==> config.mk <==
export PLATFORM = sky130hd
export DESIGN_NAME = cache_maint_engine
export DESIGN_NICKNAME = d
export VERILOG_FILES = /design/src/rtl/cache_maint_pkg.sv /design/src/rtl/cache_maint_datapath.sv /design/src/rtl/cache_maint_control.sv /design/src/rtl/cache_maint_engine.sv
export SDC_FILE = /design/constraint.sdc
export NUM_CORES = 1
export LEC_CHECK = 0
export BUFFER_PORTS_ARGS = -buffer_cell sky130_fd_sc_hd__buf_4
export CAP_MARGIN = 20
export CORE_MARGIN = 10
export CORE_UTILIZATION = 45
export DETAILED_ROUTE_END_ITERATION = 8
export SLEW_MARGIN = 25
export SYNTH_ARGS = -nofsm -noshare
export SYNTH_HDL_FRONTEND = slang
export SYNTH_SLANG_ARGS = --single-unit
==> constraint.sdc <==
create_clock -name clk -period 3.6 [get_ports clk]
set_clock_uncertainty 0.2 [all_clocks]
set_input_delay 0.54 -clock clk [delete_from_list [all_inputs] [get_ports clk]]
set_output_delay 0.54 -clock clk [all_outputs]
set_load 0.01 [all_outputs]
==> src/rtl/cache_maint_pkg.sv <==
package cache_maint_pkg;

  localparam logic [3:0] SPEC_FLUSH_CODE = 4'b0001;

  typedef enum logic {
    OP_FLUSH_LINE = 1'b0,
    OP_INV_ALL    = 1'b1
  } maint_op_e;

  typedef enum logic [1:0] {
    ST_IDLE,
    ST_LOOKUP,
    ST_WRBACK,
    ST_SWEEP
  } maint_state_e;

  // strobes from control to datapath
  typedef struct packed {
    logic allowFill;
    logic latchCmd;
    logic clrHit;
    logic clrSweep;
    logic sweepStart;
  } maint_ctrl_t;

  // status from datapath to control
  typedef struct packed {
    logic hit;
    logic dirty;
    logic sweepLast;
  } maint_status_t;

endpackage

==> src/rtl/cache_maint_datapath.sv <==
module cache_maint_datapath
  import cache_maint_pkg::*;
#(
  parameter int ADDR_W    = 16,
  parameter int OFF_W     = 4,
  parameter int NUM_LINES = 8,
  parameter int LINE_W    = 64
) (
  input  logic              clk,
  input  logic              rstN,
  input  maint_ctrl_t       ctrl,
  input  logic [ADDR_W-1:0] cmdAddr,
  input  logic              fillValid,
  input  logic [ADDR_W-1:0] fillAddr,
  input  logic [LINE_W-1:0] fillData,
  input  logic              fillDirty,
  input  logic [ADDR_W-1:0] probeAddr,
  output logic              probeHit,
  output logic              probeDirty,
  output logic [LINE_W-1:0] probeData,
  output maint_status_t     status,
  output logic [ADDR_W-1:0] memWrAddr,
  output logic [LINE_W-1:0] memWrData
);

  localparam int IDX_W  = $clog2(NUM_LINES);
  localparam int TAG_W  = ADDR_W - IDX_W - OFF_W;
  localparam int LADR_W = ADDR_W - OFF_W;

  logic [NUM_LINES-1:0] lineValid;
  logic [NUM_LINES-1:0] lineDirty;
  logic [TAG_W-1:0]     lineTag  [NUM_LINES];
  logic [LINE_W-1:0]    lineData [NUM_LINES];

  logic [LADR_W-1:0] cmdLineQ;
  logic [IDX_W-1:0]  sweepIdx;

  logic [IDX_W-1:0] curIdx, fillIdx, probeIdx;
  logic [TAG_W-1:0] curTag, fillTag, probeTag;
  logic             fillWe;

  assign curIdx   = cmdLineQ[IDX_W-1:0];
  assign curTag   = cmdLineQ[LADR_W-1:IDX_W];
  assign fillIdx  = fillAddr[OFF_W +: IDX_W];
  assign fillTag  = fillAddr[ADDR_W-1 -: TAG_W];
  assign probeIdx = probeAddr[OFF_W +: IDX_W];
  assign probeTag = probeAddr[ADDR_W-1 -: TAG_W];
  assign fillWe   = fillValid && ctrl.allowFill;

  always_ff @(posedge clk or negedge rstN) begin
    if (!rstN) begin
      cmdLineQ <= '0;
    end else if (ctrl.latchCmd) begin
      cmdLineQ <= cmdAddr[ADDR_W-1:OFF_W];
    end
  end

  always_ff @(posedge clk or negedge rstN) begin
    if (!rstN) begin
      sweepIdx <= '0;
    end else if (ctrl.sweepStart) begin
      sweepIdx <= '0;
    end else if (ctrl.clrSweep) begin
      sweepIdx <= sweepIdx + 1'b1;
    end
  end

  for (genvar i = 0; i < NUM_LINES; i++) begin : g_line
    logic clrThis;
    assign clrThis = (ctrl.clrHit && curIdx == IDX_W'(i)) ||
                     (ctrl.clrSweep && sweepIdx == IDX_W'(i));

    always_ff @(posedge clk or negedge rstN) begin
      if (!rstN) begin
        lineValid[i] <= 1'b0;
        lineDirty[i] <= 1'b0;
        lineTag[i]   <= '0;
        lineData[i]  <= '0;
      end else if (fillWe && fillIdx == IDX_W'(i)) begin
        lineValid[i] <= 1'b1;
        lineDirty[i] <= fillDirty;
        lineTag[i]   <= fillTag;
        lineData[i]  <= fillData;
      end else if (clrThis) begin
        lineValid[i] <= 1'b0;
        lineDirty[i] <= 1'b0;
      end
    end
  end

  assign status.hit       = lineValid[curIdx] && (lineTag[curIdx] == curTag);
  assign status.dirty     = lineDirty[curIdx];
  assign status.sweepLast = (sweepIdx == IDX_W'(NUM_LINES - 1));

  assign memWrAddr = {curTag, curIdx, {OFF_W{1'b0}}};
  assign memWrData = lineData[curIdx];

  assign probeHit   = lineValid[probeIdx] && (lineTag[probeIdx] == probeTag);
  assign probeDirty = lineDirty[probeIdx];
  assign probeData  = lineData[probeIdx];

  // control only clears a looked-up line that the tag match reports present
  p_clear_needs_hit_r2: assert property (@(posedge clk) disable iff (!rstN)
    ctrl.clrHit |-> status.hit);

  // the sweep slot just visited is invalid afterwards
  p_sweep_clears_r6: assert property (@(posedge clk) disable iff (!rstN)
    ctrl.clrSweep |=> !lineValid[$past(sweepIdx)]);

  // the latched command does not move while a command is running
  p_latch_only_idle_r9: assert property (@(posedge clk) disable iff (!rstN)
    !ctrl.allowFill |-> !ctrl.latchCmd);

endmodule

==> src/rtl/cache_maint_control.sv <==
module cache_maint_control
  import cache_maint_pkg::*;
#(
  parameter int PRIV_W = 2
) (
  input  logic              clk,
  input  logic              rstN,
  input  logic              cmdValid,
  input  logic              cmdOp,
  input  logic [PRIV_W-1:0] cmdPriv,
  input  maint_status_t     status,
  input  logic              memWrReady,
  output maint_ctrl_t       ctrl,
  output logic              busy,
  output logic              done,
  output logic              fault,
  output logic              memWrValid,
  output logic              specCycle
);

  maint_state_e state, stateNext;
  logic doneNext, faultNext, specNext;
  logic accept, invLegal;

  assign accept   = cmdValid && (state == ST_IDLE);
  assign invLegal = (cmdPriv == '0);

  always_comb begin
    stateNext = state;
    ctrl      = '0;
    doneNext  = 1'b0;
    faultNext = 1'b0;
    specNext  = 1'b0;
    ctrl.allowFill = (state == ST_IDLE);
    unique case (state)
      ST_IDLE: begin
        if (accept) begin
          if (maint_op_e'(cmdOp) == OP_INV_ALL) begin
            if (invLegal) begin
              stateNext       = ST_SWEEP;
              ctrl.sweepStart = 1'b1;
              specNext        = 1'b1;
            end else begin
              faultNext = 1'b1;
            end
          end else begin
            ctrl.latchCmd = 1'b1;
            stateNext     = ST_LOOKUP;
          end
        end
      end
      ST_LOOKUP: begin
        if (status.hit && status.dirty) begin
          stateNext = ST_WRBACK;
        end else begin
          ctrl.clrHit = status.hit;
          stateNext   = ST_IDLE;
          doneNext    = 1'b1;
        end
      end
      ST_WRBACK: begin
        if (memWrReady) begin
          ctrl.clrHit = 1'b1;
          stateNext   = ST_IDLE;
          doneNext    = 1'b1;
        end
      end
      ST_SWEEP: begin
        ctrl.clrSweep = 1'b1;
        if (status.sweepLast) begin
          stateNext = ST_IDLE;
          doneNext  = 1'b1;
        end
      end
      default: stateNext = ST_IDLE;
    endcase
  end

  always_ff @(posedge clk or negedge rstN) begin
    if (!rstN) begin
      state     <= ST_IDLE;
      done      <= 1'b0;
      fault     <= 1'b0;
      specCycle <= 1'b0;
    end else begin
      state     <= stateNext;
      done      <= doneNext;
      fault     <= faultNext;
      specCycle <= specNext;
    end
  end

  assign busy       = (state != ST_IDLE);
  assign memWrValid = (state == ST_WRBACK);

  // an offered write-back is held until accepted
  p_wb_held_r4: assert property (@(posedge clk) disable iff (!rstN)
    memWrValid && !memWrReady |=> memWrValid);

  // no write-back is ever offered while sweeping
  p_sweep_silent_r6: assert property (@(posedge clk) disable iff (!rstN)
    ctrl.clrSweep |-> !memWrValid);

  // the special-cycle strobe is a single pulse inside the busy window
  p_spec_pulse_r7: assert property (@(posedge clk) disable iff (!rstN)
    specCycle |-> busy ##1 !specCycle);

  // fault is a lone pulse and never overlaps work
  p_fault_pulse_r8: assert property (@(posedge clk) disable iff (!rstN)
    fault |-> !busy ##1 !fault);

  // completion is a single-cycle pulse
  p_done_pulse_r1: assert property (@(posedge clk) disable iff (!rstN)
    done |=> !done);

endmodule

==> src/rtl/cache_maint_engine.sv <==
module cache_maint_engine
  import cache_maint_pkg::*;
#(
  parameter int ADDR_W    = 16,
  parameter int OFF_W     = 4,
  parameter int NUM_LINES = 8,
  parameter int LINE_W    = 64,
  parameter int PRIV_W    = 2
) (
  input  logic              clk,
  input  logic              rstN,
  input  logic              cmdValid,
  input  logic              cmdOp,
  input  logic [ADDR_W-1:0] cmdAddr,
  input  logic [PRIV_W-1:0] cmdPriv,
  input  logic              fillValid,
  input  logic [ADDR_W-1:0] fillAddr,
  input  logic [LINE_W-1:0] fillData,
  input  logic              fillDirty,
  input  logic [ADDR_W-1:0] probeAddr,
  output logic              probeHit,
  output logic              probeDirty,
  output logic [LINE_W-1:0] probeData,
  output logic              busy,
  output logic              done,
  output logic              fault,
  output logic              memWrValid,
  input  logic              memWrReady,
  output logic [ADDR_W-1:0] memWrAddr,
  output logic [LINE_W-1:0] memWrData,
  output logic              specCycle,
  output logic [3:0]        specBe
);

  maint_ctrl_t   ctrl;
  maint_status_t status;

  cache_maint_control #(.PRIV_W(PRIV_W)) u_control (
    .clk        (clk),
    .rstN       (rstN),
    .cmdValid   (cmdValid),
    .cmdOp      (cmdOp),
    .cmdPriv    (cmdPriv),
    .status     (status),
    .memWrReady (memWrReady),
    .ctrl       (ctrl),
    .busy       (busy),
    .done       (done),
    .fault      (fault),
    .memWrValid (memWrValid),
    .specCycle  (specCycle)
  );

  cache_maint_datapath #(
    .ADDR_W    (ADDR_W),
    .OFF_W     (OFF_W),
    .NUM_LINES (NUM_LINES),
    .LINE_W    (LINE_W)
  ) u_datapath (
    .clk        (clk),
    .rstN       (rstN),
    .ctrl       (ctrl),
    .cmdAddr    (cmdAddr),
    .fillValid  (fillValid),
    .fillAddr   (fillAddr),
    .fillData   (fillData),
    .fillDirty  (fillDirty),
    .probeAddr  (probeAddr),
    .probeHit   (probeHit),
    .probeDirty (probeDirty),
    .probeData  (probeData),
    .status     (status),
    .memWrAddr  (memWrAddr),
    .memWrData  (memWrData)
  );

  assign specBe = specCycle ? SPEC_FLUSH_CODE : 4'b0000;

  // address and data of a stalled write-back do not change
  p_wb_stable_r4: assert property (@(posedge clk) disable iff (!rstN)
    memWrValid && !memWrReady |=> $stable(memWrAddr) && $stable(memWrData));

endmodule

Word-level counts from Yosys, hierarchy flattened
Index checks and enable logic that the tools add are counted.

Bits in registers: 620. Bits of input ports: 121.

$add $sub $neg: 1. Order comparisons: 4. Equal/unequal tests: 30. Muxes and demuxes: 72. Bitwise operators: 2. Reductions and logical operators: 53.

Operator list (number): $bmux W64 S3 (2); $mux W64 (4); $bmux W9 S3 (2); $mux W1 (45); $eq A3 B3 Y1 const B (12); $mux W9 (4); $logic_and A1 B1 Y1 (29); $reduce_bool A2 Y1 (10); $eq A3 B2 Y1 const B (6); $eq A9 B9 Y1 (2); $bmux W1 S3 (4); $mux W2 (6); $eq A3 B1 Y1 const B (3); $logic_not A3 Y1 (3); $ge A4 B4 Y1 const B (2); $logic_or A1 B1 Y1 (8); $lt A3 B4 Y1 const B (2); $not A3 Y4 (2); $pmux W2 S4 (1); $mux W3 (2); $eq A2 B2 Y1 const B (2); $logic_not A2 Y1 (2); $ne A2 B2 Y1 const B (2); $reduce_and A4 Y1 (1); 6 further kinds (6).

Longest topological paths before layout
Word-level depth: 13. Mapped depth: 9. Gate-level depth less buffers: 8.

Cells and area by module
A second synthesis with hierarchy kept.

Cells, all modules: 1966. Area total of the unflattened synthesis: 32344.8 um^2.

By module, submodules not included: cache_maint_datapath (instances 1, cells each 1925, area each 31966.9 um^2, seq. area each 15389.8 um^2); cache_maint_control (instances 1, cells each 36, area each 344.1 um^2, seq. area each 125.1 um^2); cache_maint_engine (instances 1, cells each 5, area each 33.8 um^2, seq. area each 0.0 um^2).

Worst setup path before layout
No wires, ideal clock.

Path type: input port to output port. Start: input port probeAddr[4]. End: output port probeHit. Arrival time: 2.358 ns. Path slack: 0.502 ns. Stages on the path: 7. Buffers on the path: 2. Cell sequence: clkbuf_1 > buf_2 > mux4_2 > mux2i_1 > xor2_1 > nand4_1 > nor3_1.

Longest elaborated chain between the ends: 6. Elaborated cells between the ends (all ways): 8.

RTL lines: start: declaration (line cache_maint_engine.sv:20) `input logic [ADDR_W-1:0] probeAddr,`; $not A3 Y4 (implied by the code) (line cache_maint_datapath.sv:98) `assign probeHit = lineValid[probeIdx] && (lineTag[probeIdx] == probeTag);`; $bmux W9 S3 (line cache_maint_datapath.sv:98); $mux W9 (implied by the code) (2 in a row) (line cache_maint_datapath.sv:98); $eq A9 B9 Y1 (line cache_maint_datapath.sv:98); $logic_and A1 B1 Y1 * (line cache_maint_datapath.sv:98); end: declaration (line cache_maint_engine.sv:21) `output logic probeHit,`.

Every way passes the cells marked *; elsewhere a longest branch is shown, timed or not. The select of a mux whose other input is x is not followed.

Worst setup path in the final report
Start: register u_datapath.lineTag[5] (netlist name). End: output port probeHit.

Longest elaborated chain between the ends: 5.

RTL lines: start: declaration (line cache_maint_datapath.sv:32) `logic [TAG_W-1:0] lineTag [NUM_LINES];`; start signal: indexed assignment (line cache_maint_datapath.sv:82) `lineTag[i] <= fillTag;`; $bmux W9 S3 (line cache_maint_datapath.sv:98); $mux W9 (implied by the code) (2 in a row) (line cache_maint_datapath.sv:98); $eq A9 B9 Y1 (line cache_maint_datapath.sv:98); $logic_and A1 B1 Y1 (line cache_maint_datapath.sv:98).

No other way between the ends. The select of a mux whose other input is x is not followed.

==> results.py <==
metrics = {
    "placed_design": {
        "hpwl_microns": 57500,
        "pre_cts_slack_ns": 0.213,
        "gp_congestion": 0.811,
        "io_buffer_count": 256,
    },
    "sta": {
        "period_needed_ns": 3.49,
        "finalHoldViolCount": 0,
        "setup_violations": 0,
        "worstMarginPinSlew_ns": 0.995,
        "slew_violations": 0,
        "fin_tns_setup_ns": 0,
        "fmax_ghz": 0.286,
        "rsz0062_at_grt": "false",
        "finalWorstSetupSlack_ns": 0.107,
        "period_share_pct": 97.0,
        "relSlewSlack_pct": 33.2,
    },
    "global_routing": {
        "grt_max_degree": 77,
        "first_global_vias": 23300,
        "grt_antenna_before_repair": 11,
        "grt_overflow": 0,
        "grt_pass1_wl_microns": 145000,
        "track_usage_pct": 22.6,
    },
    "hold_path": {
        "hold_path_class": "primary input to flip-flop",
        "min_to": "u_control.fault$_DFF_PN0_",
        "hold_start": "cmdValid",
        "whs_path_depth": 3,
    },
    "setup_path": {
        "max_stage_delay_ns": 0.47,
        "cp_slowest_cell": "mux4_2",
        "cp.depth": 7,
        "reg2reg_slack_ns": 0.39,
        "critPathKind": "flip-flop to output pin",
        "crit_path_frequent_cell": "buf_4",
        "cp.required_ns": 2.86,
        "crit_path_start_kind": "flip-flop",
        "cp_num_buf_inv": 2,
        "r2r_end": "u_datapath.lineValid[6]$_DFFE_PN0P_",
        "crit_family": "multiplexers",
        "r2r-start": "u_datapath.cmdLineQ[0]$_DFFE_PN0P_",
        "reg2reg_depth": 9,
        "worst-path-max-fanout": 3,
        "cp-end-kind": "output pin",
        "worstPathArrival_ns": 2.75,
        "crit_path_cell_trace": "mux4_2, mux2i_1, xor2_1, nand4_1, nor3_1, buf_4, buf_4",
    },
    "routing": {
        "drtIter0Drc": 1355,
        "drc": 0,
        "antenna_left": 0,
        "routedWlPerCell_microns": 25.7,
        "routed_wl_microns": 94300,
        "via_count": 21400,
        "drtPass1Iterations": 5,
        "vias_per_cell": 5.83,
    },
    "synth": {
        "synthFlopType": "dfrtp_1",
        "synth_edf_count": 0,
        "synth-seq-area-share_pct": 47.7,
        "avgSynthCellArea_sq_um": 14.0,
        "post-synth-top-area-fraction_pct": 47.7,
        "yosys.area.top_type": "dfrtp_1",
        "synth_seq_cells": 620,
        "synth_commonest_cells": "620 x dfrtp_1, 584 x mux2_2, 461 x nand2_1, 286 x mux4_2, 95 x clkbuf_1",
        "synth.most_common_cell": "dfrtp_1",
        "synthesis.area_sq_um": 32500,
        "async_flop_share_pct": 100,
        "yosysWarnings": 0,
        "synth.top_cells.by_area": "dfrtp_1 48%, mux2_2 20%, mux4_2 20%, nand2_1 5.3%, clkbuf_1 1.1%",
        "synth.distinct_cells": 53,
        "synthCells": 2331,
    },
    "pwr": {
        "ir_drop_uv": 659,
        "power.leakage_nw": 17.1,
        "p_comb_share_pct": 43.8,
        "swShare_pct": 33.5,
        "switchingPower_w": 0.0124,
        "p_int_w": 0.0247,
        "seq_power_share_pct": 35.4,
        "pwr-share-clk_pct": 20.8,
        "power_density_nw_per_um2": 942,
    },
    "floorplanning": {
        "pin_count": 276,
        "core_sq_um": 71600,
        "dieArea_sq_um": 83500,
        "row_count": 98,
        "fp.dieW_microns": 289,
        "dieHeight_microns": 289,
        "initial_core_util_pct": 45.5,
    },
    "clock_tree": {
        "clock-root-buffer": "clkbuf_16",
        "cts_tree": "yes",
        "path_clk_slew_ns": 0.06,
        "clock-sinks": 620,
        "cts_buffer_depth": 3,
        "cts_htree_levels": 3,
        "cts_resized": 0,
        "clk_latency_ns": 0.62,
        "numCtsBuffers": 74,
    },
    "run_status": {
        "status": "finished clean",
    },
    "finish": {
        "finish.utilization_pct": 55.1,
        "nets": 2791,
        "area_delta_synth_final_pct": 21.2,
        "drive_above_1_share_pct": 49.6,
    },
    "run": {
        "drv_cap": 0,
    },
}
==> how the worst max path moves through the flow <==
stage,startpoint,end,slack (ns)
6_report,u_datapath.lineTag[5]$_DFFE_PN0P_,probeHit,0.11
5_1_grt,u_datapath.lineTag[6]$_DFFE_PN0P_,probeHit,0.02
4_1_cts,u_datapath.cmdLineQ[0]$_DFFE_PN0P_,memWrData[44],0.04
3_5_place_dp,probeAddr[4],probeHit,0.21
3_3_place_gp,probeAddr[4],probeHit,0.21
2_1_floorplan,probeAddr[4],probeHit,0.50
==> metal layers <==
metal	vias to the layer above	global-route usage, %	wire length, microns
li1	9264	-	-
met1	11400	29.6	39500
met2	600	38.4	47200
met3	167	3.85	5090
met4	12	6.34	2400
met5	-	0	82
==> cells by family after synthesis <==
| group | share of synthesized area (%) |
|---|---|
| multiplexers | 41.0 |
| flip-flops | 47.7 |
| AND/OR/NAND/NOR | 6.60 |
| buffers and inverters | 2.49 |
| AO/OA/AOI/OAI | 1.33 |
| XOR/XNOR | 0.504 |
| adder cells (fa/ha/maj) | 0.384 |
| other | 0.0115 |
==> layout by cell type, fill, tap and decap left out, drive strengths merged, types with 3 or more instances in the layout <==
cell type    count
a22oi            7
mux2i           33
dlygate4sd3     89
nor4            11
clkinv          15
nand2b           6
ha              10
inv             12
a22o             6
nor2            18
nor2b            4
dfrtp          620
conb             7
a32oi            4
buf            335
diode            3
nor3             3
o22ai            3
nor3b            3
nand3            8
o21ai           13
nand2          461
a21oi           21
nand3b           5
bufinv           6
xnor2            5
mux2           584
mux4           286
clkbuf         108
xor2            12
==> repair_timing <==
item / CTS / global route
endpoints found under the hold margin: 477 / 0
setup buffers: 2 / 4
setup endpoints to repair: 45 / 1
hold buffers: 89 / 0
==> per-stage QoR <==
| step | hold WS, ns | cell area (sq um) | power, W | cells |
|---|---|---|---|---|
| 2_1_floorplan | 0.0444 | 32600 | 0.0233 | 2337 |
| 3_3_place_gp | 0.271 | 35900 | 0.0287 | 3439 |
| 3_5_place_dp | 0.281 | 35900 | 0.0294 | 3439 |
| 4_1_cts | 0.0234 | 39400 | 0.0375 | 3664 |
| 5_1_grt | 0.0346 | 39400 | 0.0392 | 3671 |
| 6_report | 0.0454 | 39400 | 0.0372 | 3671 |
==> flip-flops by register name, summed over array words and instances, names as in the netlist <==
signal,count
u_control.state,2
u_datapath.lineTag,72
u_datapath.lineDirty,8
u_datapath.sweepIdx,3
u_control.specCycle,1
u_datapath.lineData,512
u_datapath.lineValid,8
u_datapath.cmdLineQ,12
u_control.done,1
u_control.fault,1
==> layout make-up <==
class / instances / area [sq um]
repair buffers: 424 / 3840
diodes: 3 / 7.51
well taps: 950 / 1190
fillers: 5845 / 32200
flip-flops and latches: 620 / 15500
clock inverters: 26 / 328
inverters: 8 / 30.0
multi-input cells: 1532 / 16300
clock buffers: 108 / 2200
==> power by group through the flow <==
stage / clock, W / sequential [W] / combinational (W)
2_1_floorplan: 0 / 0.0121 / 0.0112
3_3_place_gp: 0 / 0.0129 / 0.0158
3_5_place_dp: 0 / 0.0133 / 0.0161
4_1_cts: 0.00793 / 0.0131 / 0.0164
5_1_grt: 0.00820 / 0.0136 / 0.0175
6_report: 0.00775 / 0.0131 / 0.0163
==> worst reg2reg max path: stages, from the launching register on <==
cell and delay [ns]:
dfrtp_4 0.59, buf_4 0.19, buf_8 0.15, buf_4 0.19
and2b_1 0.25, a22o_1 0.26, a221oi_2 0.41, xor2_2 0.27
nor4_1 0.43, a21oi_1 0.13
Note: power is estimated with default switching activity, not from simulation.
